### src/rtl/sc_pkg.sv
package sc_pkg;
  localparam int unsigned SC_GT_BASE = 11;
  localparam int unsigned SC_RETX_MIN = 13;
  localparam logic [8:0] SC_TS_DIRECT_RAW = 9'h13B;
  localparam logic [8:0] SC_TS_INVERSE_RAW = 9'h103;
  localparam logic [7:0] SC_TS_INVERSE_VAL = 8'h3F;

  typedef struct packed {
    logic [7:0] data;
    logic       ok;
  } sc_rx_char_t;

  function automatic logic [7:0] sc_flip(input logic [7:0] v);
    logic [7:0] r;
    for (int i = 0; i < 8; i++) r[i] = v[7-i];
    return r;
  endfunction

  // returns {parity line level, data line levels in send order}
  function automatic logic [8:0] sc_encode(input logic [7:0] d, input logic inv);
    if (inv) return {~(^d), ~sc_flip(d)};
    return {^d, d};
  endfunction

  function automatic sc_rx_char_t sc_decode(input logic [8:0] raw, input logic inv);
    sc_rx_char_t c;
    if (inv) begin
      c.data = sc_flip(~raw[7:0]);
      c.ok   = ((^c.data) == ~raw[8]);
    end else begin
      c.data = raw[7:0];
      c.ok   = ((^raw[7:0]) == raw[8]);
    end
    return c;
  endfunction
endpackage

### src/rtl/sc_fifo.sv
module sc_fifo #(
  parameter int W     = 8,
  parameter int DEPTH = 4,
  localparam int AW = (DEPTH > 1) ? $clog2(DEPTH) : 1,
  localparam int CW = $clog2(DEPTH + 1)
) (
  input  logic          clk,
  input  logic          rst_n,
  input  logic          in_valid,
  output logic          in_ready,
  input  logic [W-1:0]  in_data,
  output logic          out_valid,
  input  logic          out_ready,
  output logic [W-1:0]  out_data,
  output logic [CW-1:0] count
);
  logic [W-1:0]  mem [DEPTH];
  logic [AW-1:0] wr_ptr, rd_ptr;
  logic          do_push, do_pop;

  function automatic logic [AW-1:0] step(input logic [AW-1:0] p);
    return (p == AW'(DEPTH - 1)) ? '0 : p + AW'(1);
  endfunction

  assign in_ready  = (count != CW'(DEPTH));
  assign out_valid = (count != '0);
  assign out_data  = mem[rd_ptr];
  assign do_push   = in_valid && in_ready;
  assign do_pop    = out_valid && out_ready;

  always_ff @(posedge clk) begin
    if (do_push) mem[wr_ptr] <= in_data;
  end

  always_ff @(posedge clk or negedge rst_n) begin
    if (!rst_n) begin
      wr_ptr <= '0;
      rd_ptr <= '0;
      count  <= '0;
    end else begin
      if (do_push) wr_ptr <= step(wr_ptr);
      if (do_pop)  rd_ptr <= step(rd_ptr);
      if (do_push && !do_pop)      count <= count + CW'(1);
      else if (do_pop && !do_push) count <= count - CW'(1);
    end
  end

  // occupancy never passes the depth
  a_r2_count_bound: assert property (@(posedge clk) disable iff (!rst_n)
    count <= CW'(DEPTH));
endmodule

### src/rtl/sc_char_tx.sv
module sc_char_tx
  import sc_pkg::*;
#(
  parameter int ETU_W   = 12,
  parameter int GT_W    = 8,
  parameter int RETRY_W = 3,
  localparam int GC_W = GT_W + 2
) (
  input  logic               clk,
  input  logic               rst_n,
  input  logic [ETU_W-1:0]   cfg_etu,
  input  logic [GT_W-1:0]    cfg_guard_extra,
  input  logic [RETRY_W-1:0] cfg_retry_limit,
  input  logic               conv_inverse,
  input  logic               head_valid,
  input  logic [7:0]         head_data,
  output logic               head_pop,
  input  logic               rx_busy,
  input  logic               line_in,
  output logic               drive_low,
  output logic               idle,
  output logic               err_limit
);
  typedef enum logic { T_IDLE, T_SEND } tx_state_e;

  tx_state_e          state;
  logic [ETU_W-1:0]   gclk;
  logic [GC_W-1:0]    gcnt;
  logic [9:0]         frame;
  logic [RETRY_W-1:0] tries;
  logic               retry_pend;
  logic [GC_W-1:0]    guard_need, need;
  logic               etu_end, start, check_pt, at_limit;
  logic [8:0]         enc;

  assign etu_end    = (gclk == cfg_etu - ETU_W'(1));
  assign guard_need = GC_W'(SC_GT_BASE) + GC_W'(cfg_guard_extra);
  assign need       = (retry_pend && guard_need < GC_W'(SC_RETX_MIN)) ?
                      GC_W'(SC_RETX_MIN) : guard_need;
  assign start      = (state == T_IDLE) && head_valid && !rx_busy && (gcnt >= need);
  assign check_pt   = (state == T_SEND) && (gcnt == GC_W'(SC_GT_BASE)) && (gclk == '0);
  assign at_limit   = (tries == cfg_retry_limit);
  assign head_pop   = check_pt && (line_in || at_limit);
  assign drive_low  = (state == T_SEND) && !frame[0];
  assign idle       = (state == T_IDLE);
  assign enc        = sc_encode(head_data, conv_inverse);

  always_ff @(posedge clk or negedge rst_n) begin
    if (!rst_n) begin
      state      <= T_IDLE;
      gclk       <= '0;
      gcnt       <= '1;
      frame      <= '1;
      tries      <= '0;
      retry_pend <= 1'b0;
      err_limit  <= 1'b0;
    end else begin
      err_limit <= 1'b0;
      // start-referenced ETU counter: bit timing and guard share it
      if (start) begin
        gclk <= '0;
        gcnt <= '0;
      end else if (etu_end) begin
        gclk <= '0;
        if (gcnt != '1) gcnt <= gcnt + GC_W'(1);
      end else begin
        gclk <= gclk + ETU_W'(1);
      end
      case (state)
        T_IDLE: if (start) begin
          state <= T_SEND;
          frame <= {enc, 1'b0};
        end
        T_SEND: begin
          if (etu_end) frame <= {1'b1, frame[9:1]};
          if (check_pt) begin
            state <= T_IDLE;
            if (!line_in) begin
              retry_pend <= 1'b1;
              if (at_limit) begin
                tries     <= '0;
                err_limit <= 1'b1;
              end else begin
                tries <= tries + RETRY_W'(1);
              end
            end else begin
              tries      <= '0;
              retry_pend <= 1'b0;
            end
          end
        end
        default: state <= T_IDLE;
      endcase
    end
  end

  // the byte on the line stays at the FIFO head until the verdict
  a_r8_head_held: assert property (@(posedge clk) disable iff (!rst_n)
    (state == T_SEND) |-> head_valid);
endmodule

### src/rtl/sc_char_rx.sv
module sc_char_rx
  import sc_pkg::*;
#(
  parameter int ETU_W   = 12,
  parameter int RETRY_W = 3
) (
  input  logic               clk,
  input  logic               rst_n,
  input  logic [ETU_W-1:0]   cfg_etu,
  input  logic [RETRY_W-1:0] cfg_retry_limit,
  input  logic               enable,
  input  logic               line_in,
  input  logic               line_prev,
  output logic               push_valid,
  output logic [7:0]         push_data,
  output logic               drive_low,
  output logic               busy,
  output logic               conv_valid,
  output logic               conv_inverse,
  output logic               err_limit
);
  typedef enum logic [1:0] { R_IDLE, R_RECV, R_SIGNAL, R_WAIT } rx_state_e;

  rx_state_e          state;
  logic [ETU_W-1:0]   rclk, half;
  logic [3:0]         rbit;
  logic [8:0]         shift, full;
  logic [RETRY_W-1:0] errs;
  logic               mid, etu_end, decide;
  sc_rx_char_t        dec;

  assign half      = cfg_etu >> 1;
  assign mid       = (rclk == half);
  assign etu_end   = (rclk == cfg_etu - ETU_W'(1));
  assign decide    = (state == R_RECV) && mid && (rbit == 4'd9);
  assign full      = {line_in, shift[8:1]};
  assign dec       = sc_decode(full, conv_inverse);
  assign busy      = (state != R_IDLE);
  assign drive_low = (state == R_SIGNAL) &&
                     (((rbit == 4'd10) && (rclk >= half)) || (rbit == 4'd11));

  always_ff @(posedge clk or negedge rst_n) begin
    if (!rst_n) begin
      state        <= R_IDLE;
      rclk         <= '0;
      rbit         <= '0;
      shift        <= '0;
      errs         <= '0;
      conv_valid   <= 1'b0;
      conv_inverse <= 1'b0;
      push_valid   <= 1'b0;
      push_data    <= '0;
      err_limit    <= 1'b0;
    end else begin
      push_valid <= 1'b0;
      err_limit  <= 1'b0;
      if (state == R_RECV || state == R_SIGNAL) begin
        if (etu_end) begin
          rclk <= '0;
          rbit <= rbit + 4'd1;
        end else begin
          rclk <= rclk + ETU_W'(1);
        end
      end
      case (state)
        R_IDLE: if (enable && line_prev && !line_in) begin
          state <= R_RECV;
          rclk  <= '0;
          rbit  <= '0;
        end
        R_RECV: if (mid) begin
          if (rbit == 4'd0) begin
            if (line_in) state <= R_IDLE;
          end else begin
            shift <= {line_in, shift[8:1]};
          end
          if (decide) begin
            state <= R_WAIT;
            if (!conv_valid) begin
              if (full == SC_TS_DIRECT_RAW) begin
                conv_valid   <= 1'b1;
                conv_inverse <= 1'b0;
                push_valid   <= 1'b1;
                push_data    <= SC_TS_DIRECT_RAW[7:0];
              end else if (full == SC_TS_INVERSE_RAW) begin
                conv_valid   <= 1'b1;
                conv_inverse <= 1'b1;
                push_valid   <= 1'b1;
                push_data    <= SC_TS_INVERSE_VAL;
              end
            end else if (dec.ok) begin
              errs       <= '0;
              push_valid <= 1'b1;
              push_data  <= dec.data;
            end else if (errs == cfg_retry_limit) begin
              errs      <= '0;
              err_limit <= 1'b1;
            end else begin
              errs  <= errs + RETRY_W'(1);
              state <= R_SIGNAL;
            end
          end
        end
        R_SIGNAL: if (rbit == 4'd12) state <= R_WAIT;
        R_WAIT:   if (line_in) state <= R_IDLE;
        default:  state <= R_IDLE;
      endcase
    end
  end

  // once decided, the convention never changes until reset
  a_r10_conv_sticky: assert property (@(posedge clk) disable iff (!rst_n)
    conv_valid |=> conv_valid);
  a_r10_conv_frozen: assert property (@(posedge clk) disable iff (!rst_n)
    (conv_valid && $past(conv_valid)) |-> $stable(conv_inverse));
endmodule

### src/rtl/sc_char_engine.sv
module sc_char_engine #(
  parameter int ETU_W   = 12,
  parameter int GT_W    = 8,
  parameter int RETRY_W = 3,
  parameter int DEPTH   = 4,
  localparam int CW = $clog2(DEPTH + 1)
) (
  input  logic               clk,
  input  logic               rst_n,
  input  logic [ETU_W-1:0]   cfg_etu_clks,
  input  logic [GT_W-1:0]    cfg_guard_extra,
  input  logic [RETRY_W-1:0] cfg_retry_limit,
  input  logic [CW-1:0]      cfg_rx_trig,
  input  logic               tx_valid,
  output logic               tx_ready,
  input  logic [7:0]         tx_data,
  output logic               rx_valid,
  input  logic               rx_ready,
  output logic [7:0]         rx_data,
  output logic               rx_thresh,
  input  logic               io_in,
  output logic               io_drive_low,
  output logic               conv_valid,
  output logic               conv_inverse,
  output logic               tx_err_limit,
  output logic               rx_err_limit
);
  logic          io_s1, io_s2, io_s3;
  logic          head_valid, head_pop, tx_drive, tx_idle;
  logic [7:0]    head_data;
  logic          rx_push, rx_drive, rx_busy;
  logic [7:0]    rx_push_data;
  logic [CW-1:0] tx_count, rx_count;

  always_ff @(posedge clk or negedge rst_n) begin
    if (!rst_n) begin
      io_s1        <= 1'b1;
      io_s2        <= 1'b1;
      io_s3        <= 1'b1;
      io_drive_low <= 1'b0;
    end else begin
      io_s1        <= io_in;
      io_s2        <= io_s1;
      io_s3        <= io_s2;
      io_drive_low <= tx_drive || rx_drive;
    end
  end

  sc_fifo #(.W(8), .DEPTH(DEPTH)) u_tx_fifo (
    .clk(clk), .rst_n(rst_n),
    .in_valid(tx_valid), .in_ready(tx_ready), .in_data(tx_data),
    .out_valid(head_valid), .out_ready(head_pop), .out_data(head_data),
    .count(tx_count)
  );

  sc_char_tx #(.ETU_W(ETU_W), .GT_W(GT_W), .RETRY_W(RETRY_W)) u_tx (
    .clk(clk), .rst_n(rst_n),
    .cfg_etu(cfg_etu_clks), .cfg_guard_extra(cfg_guard_extra),
    .cfg_retry_limit(cfg_retry_limit), .conv_inverse(conv_inverse),
    .head_valid(head_valid), .head_data(head_data), .head_pop(head_pop),
    .rx_busy(rx_busy), .line_in(io_s2), .drive_low(tx_drive),
    .idle(tx_idle), .err_limit(tx_err_limit)
  );

  sc_char_rx #(.ETU_W(ETU_W), .RETRY_W(RETRY_W)) u_rx (
    .clk(clk), .rst_n(rst_n),
    .cfg_etu(cfg_etu_clks), .cfg_retry_limit(cfg_retry_limit),
    .enable(tx_idle), .line_in(io_s2), .line_prev(io_s3),
    .push_valid(rx_push), .push_data(rx_push_data), .drive_low(rx_drive),
    .busy(rx_busy), .conv_valid(conv_valid), .conv_inverse(conv_inverse),
    .err_limit(rx_err_limit)
  );

  sc_fifo #(.W(8), .DEPTH(DEPTH)) u_rx_fifo (
    .clk(clk), .rst_n(rst_n),
    .in_valid(rx_push), .in_ready(), .in_data(rx_push_data),
    .out_valid(rx_valid), .out_ready(rx_ready), .out_data(rx_data),
    .count(rx_count)
  );

  assign rx_thresh = (rx_count != '0) && (rx_count >= cfg_rx_trig);

  // transmitter and receiver never pull the line together
  a_r1_single_driver: assert property (@(posedge clk) disable iff (!rst_n)
    !(tx_drive && rx_drive));
  // the threshold flag implies a byte is offered
  a_r4_thresh_has_data: assert property (@(posedge clk) disable iff (!rst_n)
    rx_thresh |-> rx_valid);
endmodule

### config.mk
export PLATFORM = sky130hd
export DESIGN_NAME = sc_char_engine
export DESIGN_NICKNAME = d
export VERILOG_FILES = /design/src/rtl/sc_pkg.sv /design/src/rtl/sc_fifo.sv /design/src/rtl/sc_char_tx.sv /design/src/rtl/sc_char_rx.sv /design/src/rtl/sc_char_engine.sv
export SDC_FILE = /design/constraint.sdc
export NUM_CORES = 1
export LEC_CHECK = 0
export BUFFER_PORTS_ARGS = -buffer_cell sky130_fd_sc_hd__buf_2
export CAP_MARGIN = 30
export CORE_MARGIN = 3
export CORE_UTILIZATION = 53
export DETAILED_ROUTE_END_ITERATION = 8
export PLACE_DENSITY = 0.71
export RECOVER_POWER = 50
export SYNTH_ARGS = -nofsm -noshare
export SYNTH_HDL_FRONTEND = slang
export SYNTH_HIERARCHICAL = 1
export SYNTH_SLANG_ARGS = --single-unit
export TNS_END_PERCENT = 50
### constraint.sdc
create_clock -name clk -period 4.1 [get_ports clk]
set_clock_uncertainty 0.15 [all_clocks]
set_input_delay 0.205 -clock clk [delete_from_list [all_inputs] [get_ports clk]]
set_output_delay 0.205 -clock clk [all_outputs]
set_load 0.02 [all_outputs]
# Word-level counts from Yosys, hierarchy flattened
# Memory sizes are Yosys's and may differ from the RTL's.
# Cells that the tools add are included.
op_classes:
  addsub: 16
  magnitude_cmp: 4
  eq_ne: 31
  n_mux: 75
  n_bitwise: 7
  reduce_logical: 58
op_table:
  columns: ["cell", "count"]
  rows:
  - ["$mux 12", 6]
  - ["$mux 10", 6]
  - ["$mux 8", 4]
  - ["$mux 1", 29]
  - ["$mux 9", 3]
  - ["$add 12x1->12 const B", 2]
  - ["$eq 12x12->1", 2]
  - ["$mux 2", 12]
  - ["$mux 3", 8]
  - ["$reduce_xor 8->1", 3]
  - ["$logic_and 1x1->1", 23]
  - ["$pmux 10 s2", 1]
  - ["$eq 9x9->1 const B", 2]
  - ["$eq 4x4->1 const B", 4]
  - ["$mux 4", 4]
  - ["$not 8->8", 2]
  - ["$add 3x1->3 const B", 4]
  - ["$eq 12x11->1", 1]
  - ["$eq 2x2->1 const B", 6]
  - ["$ge 12x11->1", 1]
  - ["$logic_not 12->1", 1]
  - ["$reduce_bool 2->1", 6]
  - ["$sub 12x1->12 const B", 1]
  - ["$add 10x1->10 const B", 1]
  - ["other kinds (28)", 59]
totals:
  regBits: 98
  ramBits: 64
  inputBits: 39
  output_inout_bits: 16
  wordCells: 220
  mem_count: 2
mem_list:
  columns: ["name", "words", "width", "rd", "rd_ports_with_merged_regs", "write_ports", "line", "rtl"]
  rows:
  - ["u_rx_fifo.mem", 4, 8, 1, 0, 1, "sc_fifo.sv:17", "logic [W-1:0] mem [DEPTH];"]
  - ["u_tx_fifo.mem", 4, 8, 1, 0, 1, "sc_fifo.sv:17", null]

# Longest topological paths before layout
logic_depth:
  ltp_word: 9
  mapped_depth: 16
  depth_no_buf: 15

# By module
# Netlist, hierarchy kept.
by_module_without_submodules:
  columns: ["module", "n_inst", "cells_per_inst", "area_each_um2", "seq_area_each_um2"]
  rows:
  - ["sc_char_tx", 1, 358, 3041.7, 975.9]
  - ["sc_char_rx", 1, 348, 3005.4, 1026.0]
  - ["sc_fifo (u_tx_fifo)", 1, 79, 1599.0, 1136.1]
  - ["sc_fifo (u_rx_fifo)", 1, 78, 1594.0, 1136.1]
  - ["sc_char_engine", 1, 16, 185.2, 103.8]

# Least setup slack after synthesis
# No wires, ideal clock.
synth_path:
  path_type: "reg2reg"
  from: "reg u_tx.gclk[2]"
  to: "reg u_tx_fifo.count[1]"
  setup_time_ps: 125
  t_arrival_ps: 2631
  required_time_ps: 3825
  path_slack_ps: 1194
  stages_incl_launch_ff: 11
  n_path_buf: 1
  period_less_slack_ps: 2906
  path_cell_list: "dfrtp_1 -> clkbuf_1 -> or4_1 -> nor4_1 -> nand3_1 -> nor2_1 -> nand2_4 -> ha_1 -> inv_1 -> fa_1 -> mux2_2"
synth_between:
  elab_chain_cells: 7
  word_cells_on_any_way: 9
  classes_between: "1 x mux; 8 x reduce/logical"
synth_lines:
  columns: ["item", "line", "rtl"]
  rows:
  - ["from (decl)", "sc_char_tx.sv:27", "logic [ETU_W-1:0] gclk;"]
  - ["from (signal assigned)", "sc_char_tx.sv:67", "gclk <= gclk + ETU_W'(1);"]
  - ["$logic_not 12->1 *", "sc_char_tx.sv:41", "assign check_pt = (state == T_SEND) && (gcnt == GC_W'(SC_GT_BASE)) && (gclk == '0);"]
  - ["$logic_and 1x1->1 *", "sc_char_tx.sv:41", null]
  - ["$logic_and 1x1->1 *", "sc_char_tx.sv:43", "assign head_pop = check_pt && (line_in || at_limit);"]
  - ["net head_pop", "sc_char_engine.sv:29", "logic head_valid, head_pop, tx_drive, tx_idle;"]
  - ["$logic_and 1x1->1 *", "sc_fifo.sv:29", "assign do_pop = out_valid && out_ready;"]
  - ["$logic_not 1->1", "sc_fifo.sv:43", "if (do_push && !do_pop) count <= count + CW'(1);"]
  - ["$logic_and 1x1->1", "sc_fifo.sv:43", null]
  - ["$mux 3 / $reduce_bool 2->1 (equally long branches)", null, null]
  - ["to (signal assigned)", "sc_fifo.sv:43", null]
  - ["to (signal assigned)", "sc_fifo.sv:44", "else if (do_pop && !do_push) count <= count - CW'(1);"]
  - ["to (decl)", "sc_fifo.sv:15", "output logic [CW-1:0] count"]
# The timed path passes the listed nets; every way through them passes the cells marked *.
# A chain may end at the register's enable or synchronous reset.

# Worst setup path in the final report
# Ends and elaborated chain as after synthesis.

==> results.md <==
* Cells after synthesis at 879
* Mux contribution to synthesized area at 6.73%
* Register area at 4380 µm²
* Avg Inst Size Synth at 10.7 µm²
* # IOs at 55
* Number of synthesized flops with an enable pin at 64
* Worst-path fanout max at 9
* CP arrival at 3460 ps
* DR WL/cell at 15.9 µm
* Max Freq at 302 MHz
* Clock transition at the registers of the reported paths at 60 ps
* Nets@finish at 1042
* Setup bufs post-CTS at 0
* Vias per inst at 5.69
* Vias in the first global route at 6610
* TritonCTS Sinks at 161
* Synth-to-layout area growth at 12.0%
* Seq cells post-synth at 161
* # DRC at 0
* Dominant cell by count in the synthesized netlist: dfrtp_1
* Fillers at 1429
* Die X at 139 µm
* First-pass GRT wire length at 32400 µm
* Failing checks: max-capacitance violations, max-slew violations
* Compound-gate portion of the synthesized area at 10.2%
* Total track usage at 20.3%
* LEAKAGE at 4.33 nW
* Post-Synth Adder-Cell Area at 8.39%
* H-tree levels at 4
* Synth top area cells: edfxtp_1 20%, dfrtp_1 20%, ha_1 8.0%, dfstp_2 6.4%, xnor2_1 4.0%
* Final WS setup at 791 ps
* Commonest cells post-synth: 74 x dfrtp_1, 64 x edfxtp_1, 62 x nand2_1, 61 x nor2_1, 60 x ha_1
* Slowest-stage cell, CP: or4_1
* M1 wire length at 8630 µm
* Worst slew margin at -20.1%
* Final TNS setup at 0 ps
* Worst-margin pin slew at 1800 ps
* RSZ-0062 raised after global routing: false
* Post-synth top area cell: edfxtp_1
* Final period utilization at 80.7%
* Initial Util at 54.3%
* WL met3 at 704 µm
* Top sig layer: met4
* Total Wirelength at 18800 µm
* Largest net degree at the start of global routing at 75
* Share of cells above drive strength 1 at 15.9%
* Peak supply drop at 0.356 mV
* Via count at 6707
* WHS at 22.5 ps
* Post-synth ARST share at 60.2%
* Largest stage delay on the critical path at 540 ps
* Syn nets at 980
* Post-Synth XOR/XNOR Area at 7.17%
* Tightest Hold Check Type: input port to register
* GPL Wtd Cong at 0.862
* Area share of and/or/nand/nor cells after synthesis at 17.1%
* Max-slew violations at 73
* Startpoint Class: register
* Antenna-violating nets left at 0
* PwrDens at 419 nW/µm²
* Post-synthesis sequential area ratio at 46.4%
* Area of the multi-input gates at 4670 µm²
* Synth unique cells at 71
* Clock root buffer: clkbuf_16
* Longest Clk Path Bufs at 2
* Max-cap violations at 1
* Final Hold Fails at 0
* Setup CP Type: register to register
* Rows at 48
* Post-layout min period at 3310 ps
* Critical Path RT at 4250 ps
* Worst-Skew Late Latency at 420 ps
* Mapped Area at 9430 µm²
* Die Area at 19400 µm²
* Initial antenna violation count at 0
* DP Wirelength at 13300 µm
* Final setup fails at 0
* Setup Slack @ Placement at 682 ps
* IO buf count at 54
* # diodes at 0
* DRT iter0 DRCs at 391
* Area of the core region at 17400 µm²
* Pre-Repair DR Iteration Count at 5
* Share of the synthesized area in the top cell type at 20.4%
* Die Height at 139 µm
* CP Capture Type: register
* TritonCTS buffer count at 17
* Grt ovf at 0
* TritonCTS clock tree: yes
* CP cell instances: or4_1 > nor4_1 > nand3_1 > nor2_1 > nand2_4 > ha_1 > inv_1 > fa_1 > mux2_2
* Met2 Wirelength at 9220 µm
* Outcome: finished with violations
* Main combinational cell family by area after synthesis: simple AND/OR/NAND/NOR gates
* Primary FF master, synth: dfrtp_1
* Ys Warns at 6
-- critical path, delay by kind of cell, from the launching register on --
kind,cells,cell delay [ps]
AND/OR/NAND/NOR,5,1630
multiplexers,1,270
flip-flops,1,450
adder cells (fa/ha/maj),2,620
buffers and inverters,1,80
-- power by group --
| part | switching (mW) | leakage, nW | internal (mW) | total [mW] |
|---|---|---|---|---|
| Sequential | 0.190 | 1.66 | 1.83 | 2.02 |
| Combinational | 0.467 | 2.40 | 0.422 | 0.889 |
| Clock | 0.705 | 0.271 | 0.809 | 1.51 |
| Total | 1.36 | 4.33 | 3.06 | 4.43 |
-- cell families after synthesis --
| group | count (synthesis) |
|---|---|
| DFF | 161 |
| buffers and inverters | 89 |
| and+or+nand+nor | 302 |
| adders and majority gates | 62 |
| xor gates and xnor gates | 74 |
| AOI/OAI and AO/OA | 151 |
| muxes | 40 |
-- worst paths after layout --
path	startpoint	to	slack [ps]	depth (start not counted)
min	cfg_retry_limit[0]	u_rx/err_limit	20	4
min reg2reg	io_s1	io_s2	220	0
min in group asynchronous	rst_n	u_rx/rclk[7]	510	3
max reg2reg	u_tx/gclk[2]	u_tx_fifo/count[1]	790	9
max in group asynchronous	rst_n	io_s1	1140	5
max	u_tx/gclk[2]	u_tx_fifo/count[1]	790	9
-- cell usage in the layout (no fill, tap or decap), drive strengths merged, types with 16 or more instances in the layout --
cell type	netlist	layout
buf	11	51
ha	60	60
inv	57	65
nor2	61	61
nand4	19	19
and3	18	18
xor2	29	29
dfrtp	74	74
edfxtp	64	64
nand3	31	31
nor3	30	30
a21oi	27	27
dfstp	23	23
xnor2	43	43
o21ai	47	47
clkbuf	21	31
a211oi	22	22
mux4	16	16
nand2	63	63
-- final cells by class --
cell class | count | area share [%]
sequential | 161 | 41.5
clock inverter | 14 | 1.36
multi-input combinational | 629 | 44.3
timing repair buffer | 75 | 4.15
tap | 225 | 2.67
clock buffer | 18 | 4.06
inverter | 57 | 2.03
-- stage by stage --
stage	power [mW]	cells	area, µm²	util (%)
floorplan	2.68	879	9430	-
CTS	4.49	1177	10600	60.9
global placement	2.91	1135	9900	57.0
global route	4.68	1179	10600	60.8
finish	4.43	1179	10600	60.8
detailed placement	2.95	1135	9900	57.0
-- what timing repair did --
item,4_1_cts,5_1_grt
hold buffers,10,1
gates resized for setup,0,0
endpoints found under the hold margin,90,2
-- registers in the layout, summed over array words and instances (netlist names), 4 cells and up --
register	count
u_rx/rclk	12
u_rx/shift	8
u_tx/gclk	12
u_rx/push_data	8
u_rx/rbit	4
u_tx/frame	10
u_rx_fifo/mem	32
u_tx_fifo/mem	32
u_tx/gcnt	10
-- routing by layer --
| metal | global-route usage [%] | vias up |
|---|---|---|
| li1 | - | 3317 |
| met1 | 27.3 | 3234 |
| met2 | 33.7 | 139 |
| met3 | 4.16 | 17 |
| met4 | 5.41 | 0 |
| met5 | 0 | - |
Note: power is estimated with default switching activity, not from simulation.
